### config.mk
export PLATFORM = sky130hd
export DESIGN_NAME = wdt_multistage
export DESIGN_NICKNAME = d
export VERILOG_FILES = /design/src/rtl/wdt_ms_pkg.sv /design/src/rtl/wdt_ms_stage_timer.sv /design/src/rtl/wdt_ms_action_map.sv /design/src/rtl/wdt_multistage.sv
export SDC_FILE = /design/constraint.sdc
export NUM_CORES = 1
export LEC_CHECK = 0
export BUFFER_PORTS_ARGS = -buffer_cell sky130_fd_sc_hd__buf_4
export CELL_PAD_IN_SITES_DETAIL_PLACEMENT = 2
export CELL_PAD_IN_SITES_GLOBAL_PLACEMENT = 2
export CORE_ASPECT_RATIO = 1.5
export CORE_MARGIN = 1
export CORE_UTILIZATION = 30
export CTS_BUF_LIST = sky130_fd_sc_hd__clkbuf_4
export DETAILED_ROUTE_END_ITERATION = 10
export PLACE_DENSITY_LB_ADDON = 0.15
export SYNTH_ARGS = -nofsm -noshare
export SYNTH_HDL_FRONTEND = slang
export SYNTH_SLANG_ARGS = --single-unit
### constraint.sdc
create_clock -name clk_i -period 4.9 [get_ports clk_i]
set_clock_uncertainty 0.1 [all_clocks]
set_input_delay 0.735 -clock clk_i [delete_from_list [all_inputs] [get_ports clk_i]]
set_output_delay 0.735 -clock clk_i [all_outputs]
set_load 0.02 [all_outputs]
### src/rtl/wdt_ms_pkg.sv
// Shared definitions for the four-stage watchdog: action codes, the decoded
// request bundle and the decode function. Assumes a 3-bit action code.
package wdt_ms_pkg;

    localparam int unsigned NUM_STAGES = 4;
    localparam int unsigned ACT_W      = 3;
    localparam int unsigned STG_W      = $clog2(NUM_STAGES);

    typedef enum logic [ACT_W-1:0] {
        ACT_NONE = 3'd0,
        ACT_IRQ  = 3'd1,
        ACT_CORE = 3'd2,
        ACT_SYS  = 3'd3,
        ACT_FULL = 3'd4
    } act_code_e;

    typedef struct packed {
        logic irq;
        logic core;
        logic sys;
        logic full;
    } act_req_t;

    // Turn a raw action code into request bits; unknown codes and a full
    // reset in a main-domain instance both yield no request.
    function automatic act_req_t decode_act(logic [ACT_W-1:0] code, bit aon);
        act_req_t r;
        r = '0;
        case (code)
            ACT_IRQ:  r.irq  = 1'b1;
            ACT_CORE: r.core = 1'b1;
            ACT_SYS:  r.sys  = 1'b1;
            ACT_FULL: r.full = aon;
            default:  r      = '0;
        endcase
        return r;
    endfunction

endpackage

### src/rtl/wdt_ms_stage_timer.sv
// Stage sequencer and cycle counter. Counts enabled, unfed edges within the
// active stage. It flags expiry on the edge that completes the stage length,
// then advances, or goes idle after the last stage.
// Assumes: a length of 0 means 1 cycle; feed and disable both restart.
module wdt_ms_stage_timer
    import wdt_ms_pkg::*;
#(
    parameter int unsigned CNT_W = 16
) (
    input  logic                        clk_i,
    input  logic                        rst_ni,
    input  logic                        en_i,
    input  logic                        feed_i,
    input  logic [NUM_STAGES*CNT_W-1:0] tmo_i,
    output logic [STG_W-1:0]            stage_o,
    output logic                        idle_o,
    output logic                        expire_o
);

    localparam logic [STG_W-1:0] LAST_STAGE = STG_W'(NUM_STAGES - 1);

    logic [CNT_W-1:0] tmo_arr [NUM_STAGES];
    logic [CNT_W-1:0] cnt_q;
    logic [CNT_W-1:0] cur_tmo;
    logic [CNT_W-1:0] terminal;
    logic [STG_W-1:0] stage_q;
    logic             idle_q;

    // Slice the flat length vector into one entry per stage.
    for (genvar s = 0; s < NUM_STAGES; s++) begin : g_slice
        assign tmo_arr[s] = tmo_i[s*CNT_W +: CNT_W];
    end

    // Pick the active stage's length and its last counter value.
    always_comb begin
        cur_tmo  = tmo_arr[stage_q];
        terminal = (cur_tmo == '0) ? '0 : cur_tmo - CNT_W'(1);
    end

    // Expiry: the counter reaches the last cycle of the stage while running.
    assign expire_o = en_i && !feed_i && !idle_q && (cnt_q == terminal);

    // Advance the counter, stage and idle flag; feed and disable restart.
    always_ff @(posedge clk_i) begin
        if (!rst_ni || !en_i || feed_i) begin
            cnt_q   <= '0;
            stage_q <= '0;
            idle_q  <= 1'b0;
        end else if (expire_o) begin
            cnt_q <= '0;
            if (stage_q == LAST_STAGE) begin
                idle_q <= 1'b1;
            end else begin
                stage_q <= stage_q + STG_W'(1);
            end
        end else if (!idle_q) begin
            cnt_q <= cnt_q + CNT_W'(1);
        end
    end

    assign stage_o = stage_q;
    assign idle_o  = idle_q;

endmodule

### src/rtl/wdt_ms_action_map.sv
// Action stage: decodes each stage's action code and registers the requests
// for the stage that expires. Reset requests are one-cycle pulses. The
// interrupt is a level held until a feed or a disable.
// Assumes: at most one stage expires per cycle.
module wdt_ms_action_map
    import wdt_ms_pkg::*;
#(
    parameter bit ALWAYS_ON = 1'b0
) (
    input  logic                        clk_i,
    input  logic                        rst_ni,
    input  logic                        en_i,
    input  logic                        feed_i,
    input  logic                        expire_i,
    input  logic [STG_W-1:0]            stage_i,
    input  logic [NUM_STAGES*ACT_W-1:0] act_i,
    output logic                        irq_o,
    output logic                        core_rst_o,
    output logic                        sys_rst_o,
    output logic                        full_rst_o
);

    act_req_t req_arr [NUM_STAGES];
    act_req_t sel;

    // Decode every stage's code once; the instance domain gates code 4.
    for (genvar s = 0; s < NUM_STAGES; s++) begin : g_dec
        assign req_arr[s] = decode_act(act_i[s*ACT_W +: ACT_W], ALWAYS_ON);
    end

    // Select the request bundle of the active stage.
    assign sel = req_arr[stage_i];

    // Register pulses and the held interrupt level.
    always_ff @(posedge clk_i) begin
        if (!rst_ni || !en_i || feed_i) begin
            irq_o      <= 1'b0;
            core_rst_o <= 1'b0;
            sys_rst_o  <= 1'b0;
            full_rst_o <= 1'b0;
        end else begin
            irq_o      <= irq_o || (expire_i && sel.irq);
            core_rst_o <= expire_i && sel.core;
            sys_rst_o  <= expire_i && sel.sys;
            full_rst_o <= expire_i && sel.full;
        end
    end

endmodule

### src/rtl/wdt_multistage.sv
// Top of the four-stage watchdog. Joins the stage sequencer to the action
// map. Requests come out one cycle after the expiring edge.
// Assumes: synchronous active-low reset; the configuration inputs are held
// stable while enable_i is high.
module wdt_multistage
    import wdt_ms_pkg::*;
#(
    parameter int unsigned CNT_W     = 16,
    parameter bit          ALWAYS_ON = 1'b0
) (
    input  logic                        clk_i,
    input  logic                        rst_ni,
    input  logic                        enable_i,
    input  logic                        feed_i,
    input  logic [4*CNT_W-1:0]          stage_tmo_i,
    input  logic [11:0]                 stage_act_i,
    output logic                        irq_o,
    output logic                        core_rst_o,
    output logic                        sys_rst_o,
    output logic                        full_rst_o
);

    logic [STG_W-1:0] stage;
    logic             idle;
    logic             expire;

    wdt_ms_stage_timer #(
        .CNT_W (CNT_W)
    ) u_timer (
        .clk_i    (clk_i),
        .rst_ni   (rst_ni),
        .en_i     (enable_i),
        .feed_i   (feed_i),
        .tmo_i    (stage_tmo_i),
        .stage_o  (stage),
        .idle_o   (idle),
        .expire_o (expire)
    );

    wdt_ms_action_map #(
        .ALWAYS_ON (ALWAYS_ON)
    ) u_act (
        .clk_i      (clk_i),
        .rst_ni     (rst_ni),
        .en_i       (enable_i),
        .feed_i     (feed_i),
        .expire_i   (expire),
        .stage_i    (stage),
        .act_i      (stage_act_i),
        .irq_o      (irq_o),
        .core_rst_o (core_rst_o),
        .sys_rst_o  (sys_rst_o),
        .full_rst_o (full_rst_o)
    );

endmodule

==> results of run 1 <==
==> worst max-delay path by stage <==
| stage | depth (start not counted) | from | endpoint | slack, ps |
|---|---|---|---|---|
| after detailed placement | 14 | stage_tmo_i[17] | u_timer.stage_o[0]$_SDFFE_PP0P_ | 440 |
| final | 10 | u_timer.stage_o[0]$_SDFFE_PP0P_ | u_act.sys_rst_o$_SDFF_PP0_ | 460 |
| after CTS | 10 | u_timer.stage_o[0]$_SDFFE_PP0P_ | u_act.sys_rst_o$_SDFF_PP0_ | 460 |
| after global placement | 14 | stage_tmo_i[17] | u_timer.stage_o[0]$_SDFFE_PP0P_ | 530 |
| after floorplan | 13 | stage_tmo_i[16] | u_timer.stage_o[0]$_SDFFE_PP0P_ | 700 |
| after global routing | 10 | u_timer.stage_o[0]$_SDFFE_PP0P_ | u_act.sys_rst_o$_SDFF_PP0_ | 220 |
==> worst register-to-register path, cell delays in order, from the launching register on <==
cell                        delay, ps
sky130_fd_sc_hd__dfxtp_1          530
sky130_fd_sc_hd__buf_4            300
sky130_fd_sc_hd__mux4_2           650
sky130_fd_sc_hd__or4_4            580
sky130_fd_sc_hd__or4_1            630
sky130_fd_sc_hd__a21oi_1          180
sky130_fd_sc_hd__nand3_1           90
sky130_fd_sc_hd__nor4bb_1         450
sky130_fd_sc_hd__and4bb_2         370
sky130_fd_sc_hd__nand2_1           90
sky130_fd_sc_hd__a2111oi_0        370
==> layer usage <==
layer / vias to the layer above / GRT usage [%] / share of wire, %
li1: 1238 / - / -
met1: 1282 / 23.30 / 38
met2: 56 / 42.71 / 58
met3: 12 / 2.226 / 2.1
met4: 0 / 5.062 / 2.0
met5: - / 0 / 0
==> stage by stage <==
step	setup WS [ps]	hold WS [ps]	cells	cell area (µm²)
6_report	460.0	418.4	467	3229
5_1_grt	215.8	466.5	467	3229
4_1_cts	456.8	428.4	467	3229
3_5_place_dp	444.0	378.3	463	3177
3_3_place_gp	531.1	365.4	463	3177
2_1_floorplan	703.0	406.6	285	2454
==> area by class of cell <==
class / count / area share, %
repair buffers: 93 / 21.62
clock buffers: 3 / 0.6974
multi-input cells: 232 / 57.77
flip-flops and latches: 22 / 13.64
well taps: 105 / 4.068
inverters: 11 / 1.279
clock inverters: 1 / 0.9299
==> cells by family (layout without fill, tap and decap cells) <==
kind of cell,after synthesis,count (layout),synth area share (%)
AOI/OAI and AO/OA,63,63,18.71
xor gates and xnor gates,27,27,10.81
adders and majority gates,3,3,1.530
buffers and inverters,31,108,6.017
DFF,22,22,17.95
muxes,19,19,16.57
other,1,1,0.1528
and+or+nand+nor,119,119,28.25
==> power breakdown <==
part           switching [W]  leakage, nW  total [W]  internal, W
Sequential       0.000000778        0.177   0.000180     0.000179
Combinational      0.0000510        0.981   0.000124    0.0000730
Clock              0.0000667       0.0279   0.000149    0.0000828
==> state kept, by name (all words and copies together) (netlist names) <==
name,flops
u_act.core_rst_o,1
u_act.irq_o,1
u_act.sys_rst_o,1
u_timer.cnt_q,16
u_timer.idle_o,1
u_timer.stage_o,2
==> cell usage in the layout (no fill, tap or decap), types with 3 or more instances in the layout <==
master / count
sky130_fd_sc_hd__a21oi_1: 13
sky130_fd_sc_hd__a31oi_1: 4
sky130_fd_sc_hd__a32oi_1: 3
sky130_fd_sc_hd__and2_1: 3
sky130_fd_sc_hd__and3_1: 4
sky130_fd_sc_hd__buf_4: 93
sky130_fd_sc_hd__clkbuf_4: 3
sky130_fd_sc_hd__dfxtp_1: 22
sky130_fd_sc_hd__ha_1: 3
sky130_fd_sc_hd__inv_1: 11
sky130_fd_sc_hd__mux4_1: 4
sky130_fd_sc_hd__mux4_2: 12
sky130_fd_sc_hd__nand2_1: 10
sky130_fd_sc_hd__nand3_1: 14
sky130_fd_sc_hd__nand3b_1: 3
sky130_fd_sc_hd__nand4_1: 4
sky130_fd_sc_hd__nor2_1: 31
sky130_fd_sc_hd__nor2b_1: 6
sky130_fd_sc_hd__nor3_1: 9
sky130_fd_sc_hd__nor4_1: 5
sky130_fd_sc_hd__nor4bb_1: 3
sky130_fd_sc_hd__o21ai_0: 9
sky130_fd_sc_hd__o31ai_1: 4
sky130_fd_sc_hd__or2_2: 3
sky130_fd_sc_hd__or3_1: 5
sky130_fd_sc_hd__or4_1: 3
sky130_fd_sc_hd__or4_4: 3
sky130_fd_sc_hd__xnor2_1: 15
sky130_fd_sc_hd__xor2_1: 10
==> qor.log, run 1 <==
[setup_path] CP endpoint kind register
[logic_synthesis] Seq cells post-synth 22
[clock_tree] number of buffers inserted for hold repair after clock tree synthesis 0
[logic_synthesis] synth top area cells sky130_fd_sc_hd__dfxtp_1 (18%), sky130_fd_sc_hd__mux4_2 (11%), sky130_fd_sc_hd__xnor2_1 (5.4%)
[min_path] worst-case hold path end point u_act.irq_o$_SDFF_PP0_
[setup_path] slowest stage cell, crit path sky130_fd_sc_hd__mux4_2
[logic_synthesis] Post-Syn Area 2454 µm²
[min_path] Worst Hold Depth 2
[route] detail-routed via count per cell 5.542
[power] leak pwr 1.186 nW
[logic_synthesis] Synth warnings 0
[place] quantity of I/O buffers inserted on ports 82
[grt] pin count of the biggest net entering global routing 17
[setup_path] kind of start point of the critical path register
[setup_path] Max Fanout on Critical Path 12
[finish] Fillers 934
[grt] antenna violations before repair 0
[route] Pre-Repair DR Iteration Count 4
[logic_synthesis] most numerous cell in the Yosys netlist sky130_fd_sc_hd__nor2_1
[grt] wire length of the first global-routing pass 13,990 µm
[finish] share of the core filled with cells in the final layout 40.58%
[timing] Period minus WS final 4440 ps
[logic_synthesis] largest area contributor in the netlist sky130_fd_sc_hd__dfxtp_1
[setup_path] critical path data arrival time 4560 ps
[logic_synthesis] Seq/Total Area, Yosys 17.95%
[logic_synthesis] portion of synthesized cell area occupied by the leading cell type 17.95%
[timing] f_max 225.2 MHz
[grt] all-layer global routing usage 21.67%
[floorplan] FP Rows 40
[timing] Hold Vio Cnt, Final 0
[setup_path] Crit Reg-Reg Endpoint u_act.sys_rst_o$_SDFF_PP0_
[setup_path] critical path type reg2reg
[power] maximum ir drop on the vdd rail 0.00008696 V
[timing] total negative setup slack 0 ps
[clock_tree] register clock-pin slew on the reported worst setup and hold paths 140 ps
[route] total wire length 8808 µm
[place] DPL Wire Length 7414 µm
[clock_tree] CTS Root Cell sky130_fd_sc_hd__clkbuf_4
[power] Total Power Consumption 0.0004535 W
[logic_synthesis] number of enable-type register cells in the synthesized netlist 0
[grt] number of global-route vias before repair 2,841
[place] Final Wtd Congestion 0.8116
[clock_tree] CTS Buf Count 3
[run] number of max-cap violations 0
[finish] ant diodes 0
[route] vias 2,588
[clock_tree] buffer depth of the longest clock path 2
[finish] fraction of layout instances using a drive strength above 1 34.53%
[finish] area of the multi-input gates 1866 µm²
[setup_path] CP Data Required Time 5020 ps
[min_path] hold_sp u_act.irq_o$_SDFF_PP0_
[clock_tree] TritonCTS clock tree done
[logic_synthesis] Netlist cell types 69
[setup_path] Cell Chain, Critical Path buf_4, mux4_2, or4_4, or4_1, a21oi_1, nand3_1, nor4bb_1, and4bb_2, nand2_1, a2111oi_0
[clock_tree] H-tree levels 1
[grt] Congestion Overflow GR 0
[setup_path] setup slack on the worst flop-to-flop path 460 ps
[min_path] worst hold path type reg2reg
[power] Power Dens Cells 140.4 nW/µm²
[timing] Final setup violation count 0
[clock_tree] number of post-CTS setup repair buffers 0
[logic_synthesis] post-synthesis average cell area 8.609 µm²
[finish] footprint of the flip-flops and latches 440.4 µm²
[logic_synthesis] top cell types by occurrence after synthesis sky130_fd_sc_hd__nor2_1 (31), sky130_fd_sc_hd__dfxtp_1 (22), sky130_fd_sc_hd__xnor2_1 (15)
[finish] synthesis-to-layout area growth 31.62%
[timing] fin. max-slew vios 0
[status] outcome finished, final reports clean
[timing] final worst-path cycle share 90.61%
[timing] Relative slew margins 56.38%
[setup_path] Critical Path Max Stage Delay 650 ps
[logic_synthesis] Top FF cell, synth sky130_fd_sc_hd__dfxtp_1
[floorplan] area enclosed by the die boundary 8552 µm²
[setup_path] Buf+Inv Stages, Crit Path 1
[logic_synthesis] cells after synthesis 285
[floorplan] vertical die dimension 112.8 µm
[route] violation count after the first detailed-routing iteration 82
[clock_tree] insertion delay of the later-clocked pin in the worst-skew pair 330 ps
[route] Detail Route Antenna Nets 0
[setup_path] Worst path top cell family by delay simple AND/OR/NAND/NOR gates
[finish] final net count 446
[timing] setup repair after global routing missed its margin no
[setup_path] r2r worst-path depth 10
[clock_tree] Gates resized, CTS repair 0
[floorplan] Die W 75.84 µm
[route] # DRC 0
[floorplan] Boundary Pins 84
[clock_tree] number of sinks handled by clock tree synthesis 22
[logic_synthesis] total nets after synthesis 368
[timing] transition time of the tightest slew-check pin 653.4 ps
[floorplan] starting utilization of the core area 30.83%
[setup_path] Crit Reg-Reg Startpoint u_timer.stage_o[0]$_SDFFE_PP0P_
[logic_synthesis] fraction of registers with async set/reset 0%
[floorplan] placeable core area 7958 µm²
[route] per-cell routed wire length 18.86 µm
Note: power is estimated with default switching activity, not from simulation.
==> run 2: changes to the inputs <==
CORE_UTILIZATION = 31   (was 30)
SYNTH_HIERARCHICAL = 1   (was not set)
==> run 2 against run 1 <==
  * Non-clock buffer count fell by 8
  * First-iteration DRC count fell by 18%
  * Final cell count rose by 1.5%
  * Critical path type unchanged
  * Largest cell class unchanged
  * Largest power group unchanged
==> qor.log, run 2 <==
[route] per-cell routed wire length 18.25 µm
[power] register share of total power 45.2%
[logic_synthesis] Post-Syn Area 2628 µm²
[logic_synthesis] top cell types by occurrence after synthesis sky130_fd_sc_hd__nor2_1 (40), sky130_fd_sc_hd__dfxtp_1 (22), sky130_fd_sc_hd__inv_1 (15), sky130_fd_sc_hd__nand2_1 (15), sky130_fd_sc_hd__xor2_1 (15)
[setup_path] CP endpoint kind register
[power] Total Power Consumption 0.0003986 W
[floorplan] vertical die dimension 114.8 µm
[logic_synthesis] Seq/Total Area, Yosys 16.76%
[clock_tree] number of post-CTS setup repair buffers 0
[clock_tree] number of sinks handled by clock tree synthesis 22
[run] number of max-cap violations 0
[logic_synthesis] Top FF cell, synth sky130_fd_sc_hd__dfxtp_1
[setup_path] end point of the critical path u_timer/cnt_q[1]$_SDFFE_PP0N_
[place] Final Wtd Congestion 0.8542
[logic_synthesis] fraction of registers with async set/reset 0%
[logic_synthesis] largest area contributor in the netlist sky130_fd_sc_hd__dfxtp_1
[setup_path] critical path type reg2reg
[finish] final net count 452
[logic_synthesis] number of enable-type register cells in the synthesized netlist 0
[timing] transition time of the tightest slew-check pin 683.9 ps
[power] portion of total power attributed to combinational logic 32.2%
[timing] Relative slew margins 53.99%
[setup_path] critical path data arrival time 4510 ps
[logic_synthesis] total nets after synthesis 377
[timing] fin. max-slew vios 0
[timing] Final setup violation count 0
[finish] most frequent cells in the layout sky130_fd_sc_hd__buf_4 (85), sky130_fd_sc_hd__nor2_1 (40), sky130_fd_sc_hd__dfxtp_1 (22)
[grt] number of global-route vias before repair 3,008
[setup_path] timing startpoint of the critical path u_timer/stage_o[0]$_SDFFE_PP0P_
[finish] fraction of layout instances using a drive strength above 1 33.70%
[clock_tree] buffer depth of the longest clock path 2
[clock_tree] number of buffers inserted for hold repair after clock tree synthesis 0
[finish] leading cell type in the layout, fill and taps excluded sky130_fd_sc_hd__buf_4
[min_path] worst hold path type reg2reg
[logic_synthesis] cells after synthesis 294
[power] fraction of power spent switching nets 29.54%
[power] Clk network pwr share 22.5%
[route] violation count after the first detailed-routing iteration 67
[clock_tree] TritonCTS clock tree done
[setup_path] setup slack on the worst flop-to-flop path 500 ps
[logic_synthesis] most numerous cell in the Yosys netlist sky130_fd_sc_hd__nor2_1
[timing] Hold Vio Cnt, Final 0
[route] total wire length 8651 µm
[floorplan] starting utilization of the core area 32.41%
[clock_tree] insertion delay of the later-clocked pin in the worst-skew pair 320 ps
[timing] setup repair after global routing missed its margin no
[clock_tree] CTS Buf Count 3
[logic_synthesis] post-synthesis average cell area 8.937 µm²
[setup_path] Max Fanout on Critical Path 33
[finish] register name with the most flops u_timer/cnt_q
[place] quantity of I/O buffers inserted on ports 82
[finish] synthesis-to-layout area growth 23.81%
[status] outcome finished, final reports clean
[route] vias 2,674
[grt] antenna violations before repair 1
[timing] final worst-path cycle share 89.85%
[clock_tree] register clock-pin slew on the reported worst setup and hold paths 130 ps
[grt] pin count of the biggest net entering global routing 34
[clock_tree] H-tree levels 1
[timing] Period minus WS final 4403 ps
[power] leak pwr 1.179 nW
[clock_tree] Gates resized, CTS repair 0
[power] maximum ir drop on the vdd rail 0.00009340 V
[route] Pre-Repair DR Iteration Count 4
[floorplan] area enclosed by the die boundary 8856 µm²
[logic_synthesis] portion of synthesized cell area occupied by the leading cell type 16.76%
[logic_synthesis] synth top area cells sky130_fd_sc_hd__dfxtp_1 (17%), sky130_fd_sc_hd__mux4_2 (12%), sky130_fd_sc_hd__nor2_1 (5.7%)
[clock_tree] CTS Root Cell sky130_fd_sc_hd__clkbuf_4
[floorplan] Boundary Pins 84
[floorplan] placeable core area 8108 µm²
[route] detail-routed via count per cell 5.641
[timing] total negative setup slack 0 ps
[power] switching power total 0.0001178 W
[setup_path] kind of start point of the critical path register
[grt] all-layer global routing usage 20.18%
[place] DPL Wire Length 7305 µm
[floorplan] FP Rows 40
[logic_synthesis] Synth warnings 6
[power] internal portion of total power 0.0002809 W
[setup_path] Crit Reg-Reg Endpoint u_timer/cnt_q[1]$_SDFFE_PP0N_
[route] Detail Route Antenna Nets 0
[setup_path] CP Data Required Time 5010 ps
[power] Power Dens Cells 122.5 nW/µm²
[setup_path] Crit Reg-Reg Startpoint u_timer/stage_o[0]$_SDFFE_PP0P_
[logic_synthesis] Netlist cell types 67
[floorplan] Die W 77.17 µm
[logic_synthesis] Seq cells post-synth 22
[grt] wire length of the first global-routing pass 14,040 µm
[grt] Congestion Overflow GR 0
[route] # DRC 0
[setup_path] r2r worst-path depth 10
[finish] flip-flop count of the largest register, all copies and words added 16
[timing] f_max 227.1 MHz
[run 2: cell families (layout without fill, tap and decap cells)]
logic type	Yosys count	in the layout	share of synthesized area, %
other	1	2	0.1427
buffers and inverters	30	104	8.714
and+or+nand+nor	131	131	28.38
muxes	19	19	16.38
xor gates and xnor gates	29	29	9.667
DFF	22	22	16.76
AOI/OAI and AO/OA	59	59	18.53
adders and majority gates	3	3	1.429
[run 2: power groups by stage]
stage	Sequential, W	Clock (W)	Combinational, W
after CTS	0.000180	0.0000972	0.000130
after floorplan	0.000184	0	0.0000644
after global routing	0.000180	0.000101	0.000140
final	0.000180	0.0000898	0.000129
after global placement	0.000184	0	0.000126
after detailed placement	0.000184	0	0.000130
[run 2: worst max-delay path, stage by stage (launching register included)]
cell,delay [ps]
sky130_fd_sc_hd__dfxtp_1,330
sky130_fd_sc_hd__buf_4,380
sky130_fd_sc_hd__mux4_1,720
sky130_fd_sc_hd__nor4_1,650
sky130_fd_sc_hd__nand4_1,320
sky130_fd_sc_hd__o211ai_1,340
sky130_fd_sc_hd__o311ai_0,280
sky130_fd_sc_hd__a211oi_4,320
sky130_fd_sc_hd__o2111ai_4,240
sky130_fd_sc_hd__o21ai_4,460
sky130_fd_sc_hd__nor2_1,110
[run 2: area by class of cell]
class | instances | area [µm²]
Fill cell | 944 | 4855
Antenna cell | 1 | 2.502
Sequential cell | 22 | 440.4
Clock inverter | 1 | 3.754
Clock buffer | 3 | 22.52
Timing Repair Buffer | 85 | 638.1
Inverter | 15 | 56.30
Tap cell | 105 | 131.4
Multi-Input combinational cell | 242 | 1958
[run 2: worst min path at each step]
stage / end / cells past startpoint / from / slack (ps)
2_1_floorplan: u_timer/cnt_q[14]$_SDFFE_PP0N_ / 2 / u_timer/cnt_q[14]$_SDFFE_PP0N_ / 380
3_3_place_gp: u_act/irq_o$_SDFF_PP0_ / 2 / u_act/irq_o$_SDFF_PP0_ / 360
3_5_place_dp: u_act/irq_o$_SDFF_PP0_ / 2 / u_act/irq_o$_SDFF_PP0_ / 370
4_1_cts: u_act/irq_o$_SDFF_PP0_ / 2 / u_act/irq_o$_SDFF_PP0_ / 400
5_1_grt: u_act/irq_o$_SDFF_PP0_ / 2 / u_act/irq_o$_SDFF_PP0_ / 440
6_report: u_act/irq_o$_SDFF_PP0_ / 2 / u_act/irq_o$_SDFF_PP0_ / 390
[run 2: stage by stage]
step	worst slack (ps)	util [%]	cell area (µm²)	hold slack (ps)	std cells
final	497.5	40.12	3253	387.9	474
after global routing	144.5	40.12	3253	437.5	474
after CTS	456.2	40.09	3251	397.0	473
after detailed placement	475.4	39.77	3224	366.5	469
after global placement	559.8	39.77	3224	361.4	469
after floorplan	1149	-	2628	384.4	294
[run 2: per-layer routing]
metal  vias to the layer above  global-route usage (%)  wire [µm]
met1                      1308                   21.27       3365
met4                         0                   9.560        307
met2                        80                   38.70       4623
met3                        18                   3.095        355
met5                         -                       0          0
li1                       1268                       -          -
==> run 3: changes to the inputs <==
PLACE_DENSITY_LB_ADDON = 0.2   (was 0.15)
REMOVE_ABC_BUFFERS = 1   (was not set)
==> run 3 against run 2 <==
  * Routed wire length up 3.7%
  * Final cell count increased by 0.63%
  * Largest cell class unchanged
  * Register-to-register slack got worse by 80 ps
  * Fmax shrank 1.7%
  * Flip-flop and latch count is the same
  * Sequential power about the same
  * Highest routed layer unchanged
  * First-iteration DRC count shrank 31%
==> qor.log, run 3 (synthesized netlist as in run 2, its figures left out) <==
[timing] fin. max-slew vios 0
[timing] f_max 223.3 MHz
[route] per-cell routed wire length 18.81 µm
[timing] transition time of the tightest slew-check pin 738.0 ps
[finish] final std cells w/o fill 477
[floorplan] starting utilization of the core area 32.41%
[finish] ant diodes 0
[floorplan] placeable core area 8108 µm²
[timing] setup repair after global routing missed its margin no
[finish] footprint of the flip-flops and latches 440.4 µm²
[setup_path] CP endpoint kind register
[finish] flip-flop count of the largest register, all copies and words added 16
[setup_path] critical path type reg2reg
[place] DPL Wire Length 7502 µm
[finish] register name with the most flops u_timer/cnt_q
[run] number of max-cap violations 0
[route] violation count after the first detailed-routing iteration 46
[timing] Final setup violation count 0
[clock_tree] Gates resized, CTS repair 0
[timing] worst hold margin 384.4 ps
[clock_tree] number of buffers inserted for hold repair after clock tree synthesis 0
[clock_tree] CTS Root Cell sky130_fd_sc_hd__clkbuf_4
[clock_tree] CTS Buf Count 3
[setup_path] Buf+Inv Stages, Crit Path 2
[finish] synthesis-to-layout area growth 25.86%
[clock_tree] number of sinks handled by clock tree synthesis 22
[finish] most frequent cells in the layout sky130_fd_sc_hd__buf_4 (89), sky130_fd_sc_hd__nor2_1 (40), sky130_fd_sc_hd__dfxtp_1 (22)
[grt] antenna violations before repair 0
[clock_tree] register clock-pin slew on the reported worst setup and hold paths 140 ps
[timing] Period minus WS final 4478 ps
[power] Power Dens Cells 137.6 nW/µm²
[power] internal portion of total power 0.0003340 W
[grt] Congestion Overflow GR 0
[power] Clk network pwr share 31.6%
[timing] total negative setup slack 0 ps
[floorplan] Die W 77.17 µm
[route] detail-routed via count per cell 5.608
[clock_tree] number of post-CTS setup repair buffers 0
[setup_path] Worst path top cell family by delay compound AO/OA/AOI/OAI gates
[power] leak pwr 1.213 nW
[route] vias 2,675
[finish] final net count 456
[grt] wire length of the first global-routing pass 14,620 µm
[setup_path] CP Data Required Time 5000 ps
[route] Pre-Repair DR Iteration Count 4
[grt] all-layer global routing usage 20.99%
[floorplan] area enclosed by the die boundary 8856 µm²
[setup_path] Critical Path Max Stage Delay 820 ps
[timing] Hold Vio Cnt, Final 0
[timing] Relative slew margins 50.73%
[setup_path] Cell Chain, Critical Path mux4_1, inv_1, ha_1, inv_1, or3_2, a311oi_1, o311a_2, o2111a_1, o2111ai_4, o21ai_4, nor2_1
[setup_path] kind of start point of the critical path register
[clock_tree] insertion delay of the later-clocked pin in the worst-skew pair 320 ps
[finish] Fillers 933
[timing] final worst-path cycle share 91.38%
[power] register share of total power 39.6%
[clock_tree] TritonCTS clock tree done
[route] total wire length 8972 µm
[setup_path] most frequent CP cell sky130_fd_sc_hd__inv_1
[finish] fraction of layout instances using a drive strength above 1 34.68%
[power] portion of total power attributed to combinational logic 28.8%
[power] maximum ir drop on the vdd rail 0.00005161 V
[min_path] worst hold path type reg2reg
[place] Final Wtd Congestion 0.8417
[floorplan] vertical die dimension 114.8 µm
[grt] pin count of the biggest net entering global routing 27
[setup_path] slowest stage cell, crit path sky130_fd_sc_hd__dfxtp_1
[route] Detail Route Antenna Nets 0
[grt] number of global-route vias before repair 2,989
[route] # DRC 0
[setup_path] critical path data arrival time 4580 ps
[floorplan] FP Rows 40
[clock_tree] buffer depth of the longest clock path 2
[clock_tree] H-tree levels 1
[finish] area of the multi-input gates 1958 µm²
[floorplan] Boundary Pins 84
[place] placed cell count 473
[power] switching power total 0.0001209 W
[finish] leading cell type in the layout, fill and taps excluded sky130_fd_sc_hd__buf_4
[status] outcome finished, final reports clean
[place] quantity of I/O buffers inserted on ports 82
[setup_path] Max Fanout on Critical Path 16
[power] fraction of power spent switching nets 26.57%
## run 3: cell count changes in the layout (fill, tap and decap cells not counted)
cell / previous run / this run
sky130_fd_sc_hd__buf_4: 85 / 89
sky130_fd_sc_hd__bufinv_16: 0 / 1
sky130_fd_sc_hd__clkinv_1: 1 / 0
sky130_fd_sc_hd__diode_2: 1 / 0
## run 3: worst paths after layout
kind / start / endpoint / slack (ps) / depth (start not counted)
hold / removal: u_act/irq_o$_SDFF_PP0_ / u_act/irq_o$_SDFF_PP0_ / 380 / 2
hold reg to reg: u_act/irq_o$_SDFF_PP0_ / u_act/irq_o$_SDFF_PP0_ / 380 / 2
setup / recovery: u_timer/stage_o[0]$_SDFFE_PP0P_ / u_timer/cnt_q[15]$_SDFFE_PP0N_ / 420 / 11
setup reg to reg: u_timer/stage_o[0]$_SDFFE_PP0P_ / u_timer/cnt_q[15]$_SDFFE_PP0N_ / 420 / 11
## run 3: per-layer routing
| metal | share of wire (%) | vias to the layer above | global-route usage, % |
|---|---|---|---|
| li1 | - | 1275 | - |
| met1 | 39 | 1322 | 22.15 |
| met2 | 57 | 62 | 42.30 |
| met3 | 2.4 | 16 | 2.143 |
| met4 | 2.1 | 0 | 7.170 |
| met5 | 0 | - | 0 |
## run 3: area by class of cell
class	instances	share of cell area, %
multi-input cells	242	59.21
repair buffers	89	20.20
clock buffers	3	0.6810
flip-flops and latches	22	13.32
clock inverters	1	0.9081
inverters	15	1.703
well taps	105	3.973
## run 3: power by group through the flow
stage | logic, W | registers [W] | clock network (W)
floorplan | 0.0000604 | 0.000184 | 0
global placement | 0.000127 | 0.000184 | 0
detailed placement | 0.000132 | 0.000184 | 0
CTS | 0.000132 | 0.000180 | 0.000150
global route | 0.000142 | 0.000180 | 0.000153
finish | 0.000131 | 0.000180 | 0.000144
## run 3: worst register-to-register path: stages, from the launching register on
cell and delay (ps):
sky130_fd_sc_hd__dfxtp_1 820, sky130_fd_sc_hd__mux4_1 730, sky130_fd_sc_hd__inv_1 90, sky130_fd_sc_hd__ha_1 380
sky130_fd_sc_hd__inv_1 140, sky130_fd_sc_hd__or3_2 510, sky130_fd_sc_hd__a311oi_1 350, sky130_fd_sc_hd__o311a_2 250
sky130_fd_sc_hd__o2111a_1 230, sky130_fd_sc_hd__o2111ai_4 180, sky130_fd_sc_hd__o21ai_4 450, sky130_fd_sc_hd__nor2_1 110
## run 3: metrics by stage
stage          cell area (µm²)  util (%)  power (W)  setup WS, ps
6_report                  3307     40.79  0.0004549         422.2
4_1_cts                   3307     40.79  0.0004626         330.4
3_3_place_gp              3254     40.14  0.0003114         431.8
5_1_grt                   3307     40.79  0.0004756         38.34
3_5_place_dp              3254     40.14  0.0003159         388.8
2_1_floorplan             2455         -  0.0002442         731.2
